`src/rtl/nvcmd_pkg.sv`:
```
// Package: shared constants and the key lookup for the unlock-sequence decoder.
// Assumes a 16-bit port address; the key values define the command protocol.
package nvcmd_pkg;
    localparam int ADDR_W  = 16;
    localparam int KEY_LEN = 5;   // number of prefix reads before the selector read
    localparam logic [ADDR_W-1:0] STORE_SEL  = 16'h8FC0;
    localparam logic [ADDR_W-1:0] RECALL_SEL = 16'h4C63;

    // Address expected at prefix step idx (0-based); order is part of the protocol.
    function automatic logic [ADDR_W-1:0] prefix_key(input logic [2:0] idx);
        case (idx)
            3'd0:    prefix_key = 16'h4E38;
            3'd1:    prefix_key = 16'hB1C7;
            3'd2:    prefix_key = 16'h83E0;
            3'd3:    prefix_key = 16'h7C1F;
            3'd4:    prefix_key = 16'h703F;
            default: prefix_key = '0;
        endcase
    endfunction
endpackage

```
`src/rtl/nvcmd_access_detect.sv`:
```
// Access detector: turns sampled port levels into single-cycle read and write
// events. An event fires when the cycle type first becomes active or when the
// address moves while it stays active, so a held access is counted once.
// Assumes the port inputs are already synchronous to clk.
module nvcmd_access_detect
    import nvcmd_pkg::*;
(
    input  logic              clk,
    input  logic              rst_n,
    input  logic              ce_n,
    input  logic              we_n,
    input  logic [ADDR_W-1:0] addr,
    output logic              rd_evt,
    output logic              wr_evt
);
    logic              rd_prev, wr_prev;
    logic [ADDR_W-1:0] addr_prev;
    logic              rd_now, wr_now, addr_moved;

    // Classify the current sample and detect a fresh access.
    always_comb begin
        rd_now     = !ce_n && we_n;
        wr_now     = !ce_n && !we_n;
        addr_moved = (addr != addr_prev);
        rd_evt     = rd_now && (!rd_prev || addr_moved);
        wr_evt     = wr_now && (!wr_prev || addr_moved);
    end

    // Remember the previous sample for edge and address-change detection.
    always_ff @(posedge clk) begin
        if (!rst_n) begin
            rd_prev   <= 1'b0;
            wr_prev   <= 1'b0;
            addr_prev <= '0;
        end else begin
            rd_prev   <= rd_now;
            wr_prev   <= wr_now;
            addr_prev <= addr;
        end
    end

    assert_rd_wr_exclusive_R4: assert property (@(posedge clk) disable iff (!rst_n)
        !(rd_evt && wr_evt));
    assert_held_read_once_R5: assert property (@(posedge clk) disable iff (!rst_n)
        (rd_evt && !ce_n && we_n) |=> ((!ce_n && we_n && $stable(addr)) |-> !rd_evt));
endmodule

```
`src/rtl/nvcmd_seq_match.sv`:
```
// Sequence matcher: tracks progress through the five prefix reads and decodes
// the selector read. Any mismatching read or any write cancels the progress;
// a mismatching read at the first key restarts the series at step one.
// Events are ignored while hold is high. Hits are combinational, for one cycle.
module nvcmd_seq_match
    import nvcmd_pkg::*;
(
    input  logic              clk,
    input  logic              rst_n,
    input  logic              rd_evt,
    input  logic              wr_evt,
    input  logic [ADDR_W-1:0] addr,
    input  logic              hold,
    output logic              store_hit,
    output logic              recall_hit
);
    localparam logic [2:0] LAST_STEP = 3'(KEY_LEN);

    logic [2:0]       step, step_nx;
    logic [KEY_LEN:0] key_hit;   // key_hit[KEY_LEN] is a zero pad for the selector step

    // One comparator per prefix key.
    genvar gi;
    generate
        for (gi = 0; gi < KEY_LEN; gi++) begin : g_key
            assign key_hit[gi] = (addr == prefix_key(3'(gi)));
        end
    endgenerate
    assign key_hit[KEY_LEN] = 1'b0;

    // Next-step and hit decode.
    always_comb begin
        step_nx    = step;
        store_hit  = 1'b0;
        recall_hit = 1'b0;
        if (!hold) begin
            if (wr_evt) begin
                step_nx = 3'd0;
            end else if (rd_evt) begin
                if (step == LAST_STEP) begin
                    store_hit  = (addr == STORE_SEL);
                    recall_hit = (addr == RECALL_SEL);
                    if (store_hit || recall_hit) step_nx = 3'd0;
                    else                         step_nx = key_hit[0] ? 3'd1 : 3'd0;
                end else if (key_hit[step]) begin
                    step_nx = step + 3'd1;
                end else begin
                    step_nx = key_hit[0] ? 3'd1 : 3'd0;
                end
            end
        end
    end

    // Step register.
    always_ff @(posedge clk) begin
        if (!rst_n) step <= 3'd0;
        else        step <= step_nx;
    end

    assert_write_cancels_R4: assert property (@(posedge clk) disable iff (!rst_n)
        (wr_evt && !hold) |=> (step == 3'd0));
    assert_hit_after_prefix_R2: assert property (@(posedge clk) disable iff (!rst_n)
        (store_hit || recall_hit) |-> (step == LAST_STEP));
    assert_hold_freezes_R8: assert property (@(posedge clk) disable iff (!rst_n)
        hold |=> $stable(step));
    assert_step_in_range_R1: assert property (@(posedge clk) disable iff (!rst_n)
        step <= LAST_STEP);
endmodule

```
`src/rtl/nvcmd_busy_timer.sv`:
```
// Busy timer: on a store or recall hit, emits a one-cycle start strobe and
// holds busy for the command's duration in cycles. For a recall it splits the
// busy window into a clear phase followed by a load phase.
// Assumes 1 <= CLEAR_CYC < RECALL_CYC and STORE_CYC >= 1.
module nvcmd_busy_timer #(
    parameter int STORE_CYC  = 24,
    parameter int RECALL_CYC = 16,
    parameter int CLEAR_CYC  = 5
) (
    input  logic clk,
    input  logic rst_n,
    input  logic store_hit,
    input  logic recall_hit,
    output logic busy,
    output logic store_start,
    output logic recall_start,
    output logic recall_clear,
    output logic recall_load
);
    localparam int MAX_CYC = (STORE_CYC > RECALL_CYC) ? STORE_CYC : RECALL_CYC;
    localparam int CW      = $clog2(MAX_CYC + 1);
    localparam logic [CW-1:0] STORE_LEN  = CW'(STORE_CYC);
    localparam logic [CW-1:0] RECALL_LEN = CW'(RECALL_CYC);
    localparam logic [CW-1:0] CLEAR_LEN  = CW'(CLEAR_CYC);

    logic          busy_q, is_recall, store_q, recall_q;
    logic [CW-1:0] elapsed, dur_q;

    // Launch, count and end the busy window.
    always_ff @(posedge clk) begin
        if (!rst_n) begin
            busy_q    <= 1'b0;
            is_recall <= 1'b0;
            store_q   <= 1'b0;
            recall_q  <= 1'b0;
            elapsed   <= '0;
            dur_q     <= '0;
        end else begin
            store_q  <= 1'b0;
            recall_q <= 1'b0;
            if (busy_q) begin
                if (elapsed == dur_q - CW'(1)) busy_q  <= 1'b0;
                else                           elapsed <= elapsed + CW'(1);
            end else if (store_hit || recall_hit) begin
                busy_q    <= 1'b1;
                elapsed   <= '0;
                is_recall <= recall_hit;
                dur_q     <= recall_hit ? RECALL_LEN : STORE_LEN;
                store_q   <= store_hit;
                recall_q  <= recall_hit;
            end
        end
    end

    // Output decode, including the recall phase split.
    always_comb begin
        busy         = busy_q;
        store_start  = store_q;
        recall_start = recall_q;
        recall_clear = busy_q && is_recall && (elapsed < CLEAR_LEN);
        recall_load  = busy_q && is_recall && (elapsed >= CLEAR_LEN);
    end

    assert_start_raises_busy_R6: assert property (@(posedge clk) disable iff (!rst_n)
        (store_start || recall_start) |-> (busy && elapsed == '0));
    assert_busy_bounded_R6: assert property (@(posedge clk) disable iff (!rst_n)
        busy |-> (elapsed < dur_q));
    assert_no_start_while_busy_R8: assert property (@(posedge clk) disable iff (!rst_n)
        busy |=> !(store_start || recall_start));
    assert_phases_exclusive_R7: assert property (@(posedge clk) disable iff (!rst_n)
        !(recall_clear && recall_load));
    assert_clear_first_R7: assert property (@(posedge clk) disable iff (!rst_n)
        recall_start |-> recall_clear);
endmodule

```
`src/rtl/nvcmd_seq_decoder.sv`:
```
// Top: unlock-sequence command decoder. Watches the port, matches the six-read
// series and runs the store/recall busy window that disables the port.
// Assumes synchronous port inputs; durations are in clk cycles.
module nvcmd_seq_decoder #(
    parameter int STORE_CYC  = 24,
    parameter int RECALL_CYC = 16,
    parameter int CLEAR_CYC  = 5
) (
    input  logic        clk,
    input  logic        rst_n,
    input  logic        bus_ce_n,
    input  logic        bus_we_n,
    input  logic [15:0] bus_addr,
    output logic        store_start,
    output logic        recall_start,
    output logic        busy,
    output logic        port_disable,
    output logic        recall_clear,
    output logic        recall_load
);
    logic rd_evt, wr_evt, store_hit, recall_hit;

    nvcmd_access_detect u_detect (
        .clk    (clk),
        .rst_n  (rst_n),
        .ce_n   (bus_ce_n),
        .we_n   (bus_we_n),
        .addr   (bus_addr),
        .rd_evt (rd_evt),
        .wr_evt (wr_evt)
    );

    nvcmd_seq_match u_match (
        .clk        (clk),
        .rst_n      (rst_n),
        .rd_evt     (rd_evt),
        .wr_evt     (wr_evt),
        .addr       (bus_addr),
        .hold       (busy),
        .store_hit  (store_hit),
        .recall_hit (recall_hit)
    );

    nvcmd_busy_timer #(
        .STORE_CYC  (STORE_CYC),
        .RECALL_CYC (RECALL_CYC),
        .CLEAR_CYC  (CLEAR_CYC)
    ) u_timer (
        .clk          (clk),
        .rst_n        (rst_n),
        .store_hit    (store_hit),
        .recall_hit   (recall_hit),
        .busy         (busy),
        .store_start  (store_start),
        .recall_start (recall_start),
        .recall_clear (recall_clear),
        .recall_load  (recall_load)
    );

    // The port stays disabled for the whole busy window.
    assign port_disable = busy;

    assert_disable_tracks_busy_R6: assert property (@(posedge clk) disable iff (!rst_n)
        $rose(busy) |-> (store_start || recall_start));
endmodule

```
`config.mk`:
```
export PLATFORM = sky130hd
export DESIGN_NAME = nvcmd_seq_decoder
export DESIGN_NICKNAME = d
export VERILOG_FILES = /design/src/rtl/nvcmd_pkg.sv /design/src/rtl/nvcmd_access_detect.sv /design/src/rtl/nvcmd_seq_match.sv /design/src/rtl/nvcmd_busy_timer.sv /design/src/rtl/nvcmd_seq_decoder.sv
export SDC_FILE = /design/constraint.sdc
export NUM_CORES = 1
export LEC_CHECK = 0
export BUFFER_PORTS_ARGS = -buffer_cell sky130_fd_sc_hd__buf_4
export CAP_MARGIN = 10
export CORE_UTILIZATION = 56
export CTS_CLUSTER_DIAMETER = 80
export DETAILED_ROUTE_END_ITERATION = 16
export GPL_TIMING_DRIVEN = 0
export PLACE_DENSITY = 0.79
export SYNTH_ARGS = -nofsm -noshare
export SYNTH_HDL_FRONTEND = slang
export SYNTH_SLANG_ARGS = --single-unit
export TNS_END_PERCENT = 1
```
`constraint.sdc`:
```
create_clock -name clk -period 3.5 [get_ports clk]
set_input_delay 0.7 -clock clk [delete_from_list [all_inputs] [get_ports clk]]
set_output_delay 0.7 -clock clk [all_outputs]
set_load 0.005 [all_outputs]
```
==> flow_metrics.py, run 1 <==
metrics = {
    "synthesis": {
        "synth_cell_types": 48,
        "ys_seq_area_share_pct": 39.7,
        "synthCells": 177,
        "synthArstFlopShare_pct": 0,
        "synth_top_family_by_area": "simple AND/OR/NAND/NOR gates",
        "synth_compound_area_share_pct": 10.9,
        "synth_edf_count": 0,
        "synthMuxAreaShare_pct": 2.56,
        "ys.flop_type": "dfxtp_1",
        "synth.area.top_cells": "dfxtp_1 (40%), xnor2_1 (9.2%), and2_1 (6.2%), nor2_1 (3.5%), nand2_1 (3.3%)",
        "syn_nets": 201,
        "yosys.area_share.simple_pct": 30.1,
        "synth_top_cell_by_area": "dfxtp_1",
        "syn-cell-area_um2": 1610,
        "synth_fa_ha_area_share_pct": 3.10,
        "synth-xor-area-share_pct": 10.9,
        "synthDominantCellAreaShare_pct": 39.7,
        "synth_seq_cells": 32,
        "syn_avg_cell_area_um2": 9.11,
        "ys.warnings.count": 0,
    },
    "finish": {
        "postLayoutCellArea_um2": 1920,
        "final_common_cell": "dfxtp_1",
        "drive_gt1_share_pct": 20.5,
        "diodes": 0,
        "fin_util_pct": 70.2,
        "fillers": 226,
        "final_cell_mix": "dfxtp_1 (32), buf_4 (26), xnor2_1 (17)",
        "nets": 233,
        "multi_input_area_um2": 927,
        "register_area_um2": 641,
        "syn2layout_area_growth_pct": 19.0,
    },
    "route": {
        "drcViolationCount": 0,
        "wire_per_inst_um": 13.8,
        "wl_um": 3330,
        "dr_total_vias": 1356,
        "dr.first_iter.drc_count": 47,
        "vias_per_cell": 5.63,
        "drtAntennaViolNets": 0,
        "dr.pass1.iters": 4,
    },
    "pwr": {
        "p_leak_nw": 0.759,
        "powerDensity_nw_per_um2": 383,
        "peakVddDrop_v": 0.000417,
    },
    "placed_design": {
        "port_buffers": 25,
        "postPlaceCellArea_um2": 1840,
        "dpl.hpwl_um": 2580,
        "place_congestion": 0.905,
    },
    "floorplanning": {
        "start_util_pct": 59.0,
        "die_width_um": 55.7,
        "pin_count": 26,
        "core_um2": 2730,
        "fp.dieH_um": 55.7,
        "die_area_um2": 3100,
        "rows": 19,
    },
    "setup_path": {
        "critPathSlowestCell": "nor4_1",
        "critPathKind": "input pin to flip-flop",
        "cp_max_fo": 7,
        "worstPathArrival_ns": 2.38,
        "path_cells": "buf_4 > xnor2_1 > nand4_1 > nor4_1 > a21o_1 > or2_1 > o211a_1",
        "critPathTopFamily": "simple AND/OR/NAND/NOR gates",
        "crit_path_end_kind": "flip-flop",
        "cp-start-kind": "input pin",
        "critPathMaxStageDelay_ns": 0.55,
        "crit_buf_inv": 1,
        "worst_ep_required_time_ns": 3.79,
    },
    "timing": {
        "final.setup.tns_ns": 0,
        "timing.final.crit_share_pct": 59.8,
        "setup_viol": 0,
        "skew_ns": 0.0106,
        "drv_slew": 0,
        "rsz0062_at_grt": "no",
        "fmax_mhz": 478,
        "worst_pin_slew_ns": 0.570,
        "fin_crit_ns": 2.09,
        "maxSlewHeadroom_pct": 61.7,
        "finalHoldViolations": 0,
    },
    "clock_network": {
        "path_clk_slew_ns": 0.11,
        "clock_latency_ns": 0.34,
        "post-cts-setup-buffer-count": 0,
        "cts_buffers": 5,
        "h-tree-depth": 2,
        "cts_resized": 0,
        "cts_buffer_depth": 2,
        "clockRootBuffer": "clkbuf_4",
        "cts.sink_count": 32,
        "cts_hold_buf": 0,
        "cts_tree": "yes",
    },
    "global_routing": {
        "grt_usage_pct": 23.3,
        "grt_pass1_vias": 1260,
        "grt_pass1_wl_um": 5580,
        "overflow": 0,
        "antenna_found_initial": 0,
        "grt_max_degree": 12,
    },
    "status": {
        "run_status": "complete, no violations",
    },
    "job": {
        "maxCapViolCount": 0,
    },
    "worst_hold_path": {
        "holdCritPathClass": "flip-flop to flip-flop",
    },
}
==> path summary, 6_finish.rpt <==
kind / to / slack [ns] / from / cells after the start
worst max-delay path: u_timer.dur_q[3] / 1.41 / bus_addr[8] / 7
worst min-delay path: u_timer.is_recall / 0.51 / u_timer.is_recall / 2
worst max register to register: u_timer.elapsed[0] / 1.47 / u_match.step[0] / 6
worst min register to register: u_timer.is_recall / 0.51 / u_timer.is_recall / 2
==> tightest hold or removal path, cell delays in order (launching register included) <==
cell and delay, ns:
dfxtp_1 0.33, o21ai_0 0.07, a21oi_1 0.06
==> cell type report <==
| class | instances | area share, % |
|---|---|---|
| Buffer | 4 | 1.37 |
| Tap cell | 31 | 2.02 |
| Sequential cell | 32 | 33.4 |
| Multi-Input combinational cell | 136 | 48.3 |
| Timing Repair Buffer | 25 | 9.78 |
| Inverter | 5 | 0.978 |
| Clock inverter | 3 | 2.22 |
| Clock buffer | 5 | 1.96 |
==> report_power, final <==
group | total (mW) | switching [mW] | internal, mW
Sequential | 0.380 | 0.00485 | 0.375
Clock | 0.285 | 0.137 | 0.149
Combinational | 0.0706 | 0.0328 | 0.0378
Total | 0.736 | 0.174 | 0.561
==> registers in the layout (all words and copies together), names as in the netlist, 2 cells and up <==
signal	cells
u_detect.addr_prev	16
u_timer.elapsed	5
u_match.step	3
u_timer.dur_q	2
==> cell families after synthesis <==
logic type	Yosys count
AO/OA/AOI/OAI	23
XOR/XNOR	20
adder cells (fa/ha/maj)	4
buffers and inverters	9
flip-flops	32
multiplexers	4
AND/OR/NAND/NOR	85
==> layer usage <==
| metal | part of all wire [%] | global-route usage, % | vias to the layer above |
|---|---|---|---|
| met5 | 0 | 0 | - |
| met4 | 1.9 | 12.5 | 0 |
| met3 | 3.8 | 5.58 | 7 |
| met2 | 51 | 40.3 | 31 |
| met1 | 44 | 26.4 | 634 |
| li1 | - | - | 684 |
==> synth_stat cells (2+ instances only) <==
cell,number
a21oi_1,6
and2_1,16
and3_1,4
clkbuf_1,2
dfxtp_1,32
ha_1,4
inv_1,4
mux2i_1,3
nand2_1,14
nand2b_1,2
nand3_1,3
nand3b_1,3
nand4_1,6
nor2_1,15
nor3_1,4
nor4_1,4
o211ai_1,3
o21ai_0,2
or3_1,2
or4b_1,2
xnor2_1,17
xor2_1,3
==> metrics by stage <==
stage	cells	power, mW	hold WS (ns)	worst slack [ns]
after global placement	233	0.456	0.464	1.07
after floorplan	177	0.424	0.454	1.31
after global routing	241	0.766	0.519	1.32
after detailed placement	233	0.459	0.476	1.05
after CTS	241	0.744	0.496	1.42
final	241	0.736	0.505	1.41
Power figures use the tool's default switching activity.
==> run 2, diff against run 1 <==
Settings changed: ABC_AREA set to 1, CORE_UTILIZATION 56 to 52, PLACE_DENSITY 0.79 to 0.76.
Clock period 3.5 ns to 1.8 ns, I/O delays scaled along.
==> flow_metrics.py, run 2 <==
metrics = {
    "pwr": {
        "peakVddDrop_v": 0.000519,
        "p_leak_nw": 1.23,
        "powerDensity_nw_per_um2": 701,
    },
    "setup_path": {
        "path_cells": "ha_1 > nand2_1 > inv_2 > nand2_1 > nor4_4 > o21ai_4 > nand2_4 > clkinv_2 > nor2_2 > nor2_2",
        "critPathMaxStageDelay_ns": 0.42,
        "critPathTopFamily": "simple AND/OR/NAND/NOR gates",
        "r2r-end": "u_timer.elapsed[0]",
        "cp_max_fo": 8,
        "crit_cells": 10,
        "reg2reg_from": "u_match.step[0]",
        "crit_path_end_kind": "flip-flop",
        "worst_ep_required_time_ns": 1.99,
        "critPathSlowestCell": "dfxtp_2",
        "r2r_cells": 10,
        "rrSetupSlack_ns": 0.15,
        "cp-start-kind": "flip-flop",
        "worstPathArrival_ns": 1.84,
        "critPathKind": "flip-flop to flip-flop",
        "crit_buf_inv": 2,
    },
    "synthesis": {
        "yosys.area_share.simple_pct": 43.1,
        "ys.flop_type": "dfxtp_1",
        "synth_fa_ha_area_share_pct": 2.55,
        "synth_compound_area_share_pct": 5.48,
        "synth-xor-area-share_pct": 2.68,
        "ys.warnings.count": 0,
        "synthMuxAreaShare_pct": 0,
        "synth_edf_count": 0,
        "syn-cell-area_um2": 1960,
        "syn_nets": 350,
        "synth_top_cell_by_area": "dfxtp_1",
        "synth_seq_cells": 32,
        "yosysMostFrequentCell": "nand2_1",
        "synthCells": 326,
        "synthDominantCellAreaShare_pct": 32.6,
        "synth_top_family_by_area": "simple AND/OR/NAND/NOR gates",
        "synth_cell_types": 29,
        "synth.area.top_cells": "dfxtp_1 (33%), nand2_1 (21%), inv_1 (10%), nor2_1 (9.0%), nand3_1 (3.6%)",
        "synthArstFlopShare_pct": 0,
        "yosys-top-cells-count": "nand2_1 (108), inv_1 (54), nor2_1 (47)",
        "ys_seq_area_share_pct": 32.6,
        "syn_avg_cell_area_um2": 6.03,
    },
    "worst_hold_path": {
        "hold_start": "bus_we_n",
        "whs_path_depth": 2,
        "holdCritPathClass": "input pin to flip-flop",
        "worstHoldEndpoint": "u_detect.wr_prev",
    },
    "placed_design": {
        "port_buffers": 25,
        "dpl.hpwl_um": 3230,
        "place_congestion": 0.975,
    },
    "finish": {
        "largest_registers": "u_detect.addr_prev (16), u_timer.elapsed (5), u_match.step (3)",
        "largest_reg_flops": 16,
        "syn2layout_area_growth_pct": 18.3,
        "diodes": 0,
        "register_area_um2": 644,
        "drive_gt1_share_pct": 18.4,
        "largest-register": "u_detect.addr_prev",
        "nets": 382,
        "final_cell_mix": "nand2_1 (108), inv_1 (53), nor2_1 (46)",
        "final_common_cell": "nand2_1",
        "fillers": 316,
        "multi_input_area_um2": 1060,
    },
    "floorplanning": {
        "die_width_um": 63.5,
        "core_um2": 3470,
        "rows": 21,
        "fp.dieH_um": 63.5,
        "pin_count": 26,
        "die_area_um2": 4030,
        "start_util_pct": 56.6,
    },
    "clock_network": {
        "cts_hold_buf": 0,
        "clockRootBuffer": "clkbuf_8",
        "path_clk_slew_ns": 0.07,
        "cts_buffers": 5,
        "cts_buffer_depth": 2,
        "h-tree-depth": 2,
        "clock_latency_ns": 0.29,
        "cts_tree": "yes",
        "cts.sink_count": 32,
    },
    "job": {
        "maxCapViolCount": 0,
    },
    "route": {
        "wl_um": 4210,
        "wire_per_inst_um": 10.4,
        "drcViolationCount": 0,
        "dr.pass1.iters": 5,
        "dr_total_vias": 1910,
        "dr.first_iter.drc_count": 156,
        "drtAntennaViolNets": 0,
        "vias_per_cell": 4.72,
    },
    "global_routing": {
        "grt_usage_pct": 24.1,
        "antenna_found_initial": 0,
        "grt_pass1_vias": 1852,
        "grt_pass1_wl_um": 7590,
        "overflow": 0,
        "grt_max_degree": 11,
    },
    "timing": {
        "setup_viol": 0,
        "fmax_mhz": 606,
        "timing.final.crit_share_pct": 91.6,
        "fin_crit_ns": 1.65,
        "hold_ws_ns": 0.248,
        "skew_ns": 0.00451,
        "worst_pin_slew_ns": 0.544,
        "final.setup.tns_ns": 0,
        "maxSlewHeadroom_pct": 63.7,
        "rsz0062_at_grt": "yes",
        "drv_slew": 0,
        "finalHoldViolations": 0,
    },
    "status": {
        "run_status": "complete, no violations",
    },
}
-- run 2: metal layers --
metal / vias up / global-route usage, % / wire (um)
met5: - / 0 / 0
met4: 0 / 11.9 / 64
li1: 1037 / - / -
met3: 7 / 4.89 / 217
met1: 829 / 30.9 / 2030
met2: 37 / 38.2 / 1890
-- run 2: power breakdown --
part,switching [mW],leakage (nW),internal (mW)
sequential,0.0132,0.264,0.732
combinational,0.127,0.914,0.0802
clock,0.268,0.0552,0.410
total,0.407,1.23,1.22
-- run 2: worst max path at each step --
stage,endpoint,slack [ns],start
after detailed placement,u_timer.elapsed[0],-0.02,u_match.step[0]
after global placement,u_timer.elapsed[0],-0.004,u_match.step[0]
final,u_timer.elapsed[0],0.15,u_match.step[0]
after floorplan,u_timer.elapsed[0],0.19,u_match.step[0]
after CTS,u_timer.elapsed[0],0.07,u_match.step[1]
after global routing,u_match.step[0],-0.02,u_detect.addr_prev[5]
-- run 2: what timing repair did --
item                                    in CTS  in global routing
endpoints found under the hold margin        0                  0
gates resized for setup                      2                  4
endpoints found under the setup margin       3                  9
buffers inserted                             0                  0
cloned                                       0                  0
pin swaps                                    0                  1
-- run 2: per-stage QoR --
step	utilization (%)	power, mW	setup slack (ns)	instance area [um^2]	instances
CTS	66.9	1.65	0.0681	2320	405
global route	67.0	1.72	-0.0212	2320	405
finish	67.0	1.63	0.151	2320	405
global placement	63.7	0.959	-0.00354	2210	397
floorplan	-	0.879	0.193	1960	326
detailed placement	63.7	0.964	-0.0211	2210	397
-- run 2: kinds of logic (layout without fill, tap and decap cells) --
kind of cell | after synthesis | in the layout
flops | 32 | 32
fa+ha+maj | 4 | 4
xor+xnor | 6 | 6
compound gates | 18 | 18
buf+inv | 70 | 103
simple gates | 196 | 196
-- run 2: cell type report --
type,instances,share of cell area [%]
inverter,67,10.9
multi-input combinational,224,45.5
clock buffer,6,3.12
buffer,3,0.646
sequential,32,27.7
tap,46,2.48
timing repair buffer,25,8.07
clock inverter,2,1.51
==> run 3, diff against run 2 <==
Settings changed: CELL_PAD_IN_SITES_DETAIL_PLACEMENT set to 1, CELL_PAD_IN_SITES_GLOBAL_PLACEMENT set to 2, CORE_UTILIZATION 52 to 27, PLACE_DENSITY 0.76 to unset, PLACE_DENSITY_LB_ADDON set to 0.1.
==> flow_metrics.py, run 3 (same netlist as run 2, synthesis figures left out) <==
metrics = {
    "status": {
        "run_status": "complete, no violations",
    },
    "global_routing": {
        "grt_pass1_vias": 1943,
        "antenna_found_initial": 0,
        "grt_max_degree": 11,
        "grt_usage_pct": 15.7,
        "grt_pass1_wl_um": 9090,
        "overflow": 0,
    },
    "setup_path": {
        "crit_buf_inv": 1,
        "cp-endpoint": "recall_load",
        "critPathTopFamily": "flip-flops",
        "rrSetupSlack_ns": 0.15,
        "r2r_cells": 10,
        "worstSetupStartpoint": "u_timer.elapsed[0]",
        "worstPathArrival_ns": 1.31,
        "path_cells": "o21ai_0 > nand3_1 > a21oi_1 > nor3_1 > buf_4",
        "reg2reg_from": "u_match.step[0]",
        "critPathKind": "flip-flop to primary output",
        "cp-start-kind": "flip-flop",
        "crit_cells": 5,
        "worst_ep_required_time_ns": 1.44,
        "critPathSlowestCell": "dfxtp_1",
        "r2r-end": "u_timer.elapsed[0]",
        "crit_path_end_kind": "primary output",
        "cp_max_fo": 6,
        "critPathMaxStageDelay_ns": 0.37,
    },
    "floorplanning": {
        "fp.dieH_um": 87.3,
        "core_um2": 6910,
        "die_width_um": 87.3,
        "rows": 30,
        "die_area_um2": 7620,
        "pin_count": 26,
        "start_util_pct": 28.4,
    },
    "route": {
        "highest_layer": "met4",
        "drtAntennaViolNets": 0,
        "wl_met1_um": 2670,
        "drcViolationCount": 0,
        "wl_um": 5220,
        "dr.first_iter.drc_count": 35,
        "wire_per_inst_um": 11.4,
        "dr_total_vias": 1941,
        "dr.pass1.iters": 4,
        "vias_per_cell": 4.26,
        "met2_length_um": 2320,
        "wl_met3_um": 152,
    },
    "timing": {
        "fin_crit_ns": 1.67,
        "drv_slew": 0,
        "maxSlewHeadroom_pct": 59.7,
        "rsz0062_at_grt": "yes",
        "timing.final.crit_share_pct": 92.8,
        "finalHoldViolations": 0,
        "setup_viol": 0,
        "fmax_mhz": 599,
        "worst_pin_slew_ns": 0.605,
        "skew_ns": 0.00678,
    },
    "finish": {
        "register_area_um2": 646,
        "fin_util_pct": 34.5,
        "nets": 383,
        "final_common_cell": "nand2_1",
        "postLayoutCellArea_um2": 2380,
        "syn2layout_area_growth_pct": 21.3,
        "largest_registers": "u_detect.addr_prev (16), u_timer.elapsed (5), u_match.step (3)",
        "largest_reg_flops": 16,
        "fillers": 940,
        "multi_input_area_um2": 1060,
        "diodes": 0,
        "drive_gt1_share_pct": 18.3,
        "largest-register": "u_detect.addr_prev",
        "final_cell_mix": "nand2_1 (106), inv_1 (53), nor2_1 (47)",
    },
    "pwr": {
        "powerDensity_nw_per_um2": 651,
        "peakVddDrop_v": 0.000219,
        "p_leak_nw": 1.23,
    },
    "clock_network": {
        "cts_tree": "yes",
        "clockRootBuffer": "clkbuf_8",
        "cts.sink_count": 32,
        "cts_buffer_depth": 2,
        "clock_latency_ns": 0.29,
        "cts_buffers": 5,
        "h-tree-depth": 2,
        "path_clk_slew_ns": 0.07,
        "cts_hold_buf": 0,
    },
    "job": {
        "maxCapViolCount": 0,
    },
    "worst_hold_path": {
        "hold_start": "bus_we_n",
        "holdCritPathClass": "input pin to flip-flop",
        "whs_path_depth": 2,
    },
    "placed_design": {
        "dpl.hpwl_um": 4230,
        "place_congestion": 0.769,
        "postPlaceCellArea_um2": 2270,
        "port_buffers": 25,
    },
}
## run 3: cell types whose count changed in the layout (fill, tap and decap cells not counted)
cell | previous run | this run
buf_4 | 26 | 27
bufinv_16 | 1 | 0
clkbuf_1 | 3 | 4
clkbuf_8 | 5 | 6
clkinv_2 | 3 | 1
dfxtp_1 | 29 | 30
dfxtp_2 | 3 | 1
dfxtp_4 | 0 | 1
inv_4 | 0 | 1
nand2_1 | 108 | 106
nand2_2 | 2 | 4
nor2_1 | 46 | 47
nor2_2 | 7 | 6
## run 3: worst reg2reg max path, stage by stage, from the launching register on
cell	delay, ns
dfxtp_4	0.40
ha_1	0.18
nand2_2	0.08
inv_1	0.09
nand2_2	0.07
nor4_4	0.28
o21ai_4	0.12
nand2_4	0.13
clkinv_2	0.07
nor2_2	0.09
nor2_2	0.04
## run 3: what timing repair did
item                                    4_1_cts  5_1_grt
hold endpoints to repair                      0        0
buffers inserted                              0        1
pin swaps                                     1        3
endpoints found under the setup margin        9       11
gates resized for setup                       2        6
## run 3: routing by layer
layer	vias to the layer above	GRT usage, %
met3	7	2.84
met5	-	0
met4	0	4.92
li1	1039	-
met2	24	26.1
met1	871	20.6
## run 3: how the worst min path moves through the flow
stage,to,slack [ns]
6_report,u_detect.wr_prev,0.25
5_1_grt,u_detect.wr_prev,0.26
4_1_cts,u_detect.wr_prev,0.24
3_5_place_dp,u_timer.is_recall,0.46
3_3_place_gp,u_timer.is_recall,0.45
2_1_floorplan,u_detect.wr_prev,0.44
## run 3: cell type report
class,count,share of cell area [%]
Timing Repair Buffer,26,8.19
Multi-Input combinational cell,224,44.5
Inverter,67,10.7
Sequential cell,32,27.1
Buffer,3,0.630
Clock buffer,8,3.78
Tap cell,96,5.04
## run 3: metrics by stage
stage / cells / setup TNS [ns] / power [mW] / setup WS [ns] / hold WS, ns
global route: 456 / -0.00720 / 1.64 / -0.00720 / 0.258
floorplan: 326 / 0 / 0.879 / 0.193 / 0.437
detailed placement: 447 / -0.185 / 0.978 / -0.0999 / 0.463
CTS: 455 / 0 / 1.58 / 0.0404 / 0.239
finish: 456 / 0 / 1.55 / 0.129 / 0.249
global placement: 447 / -0.130 / 0.972 / -0.0942 / 0.453
## run 3: where the power goes
part	switching, mW	internal, mW	total [mW]	leakage, nW
Combinational	0.132	0.0802	0.212	0.924
Clock	0.281	0.312	0.593	0.0455
Sequential	0.0139	0.731	0.745	0.264
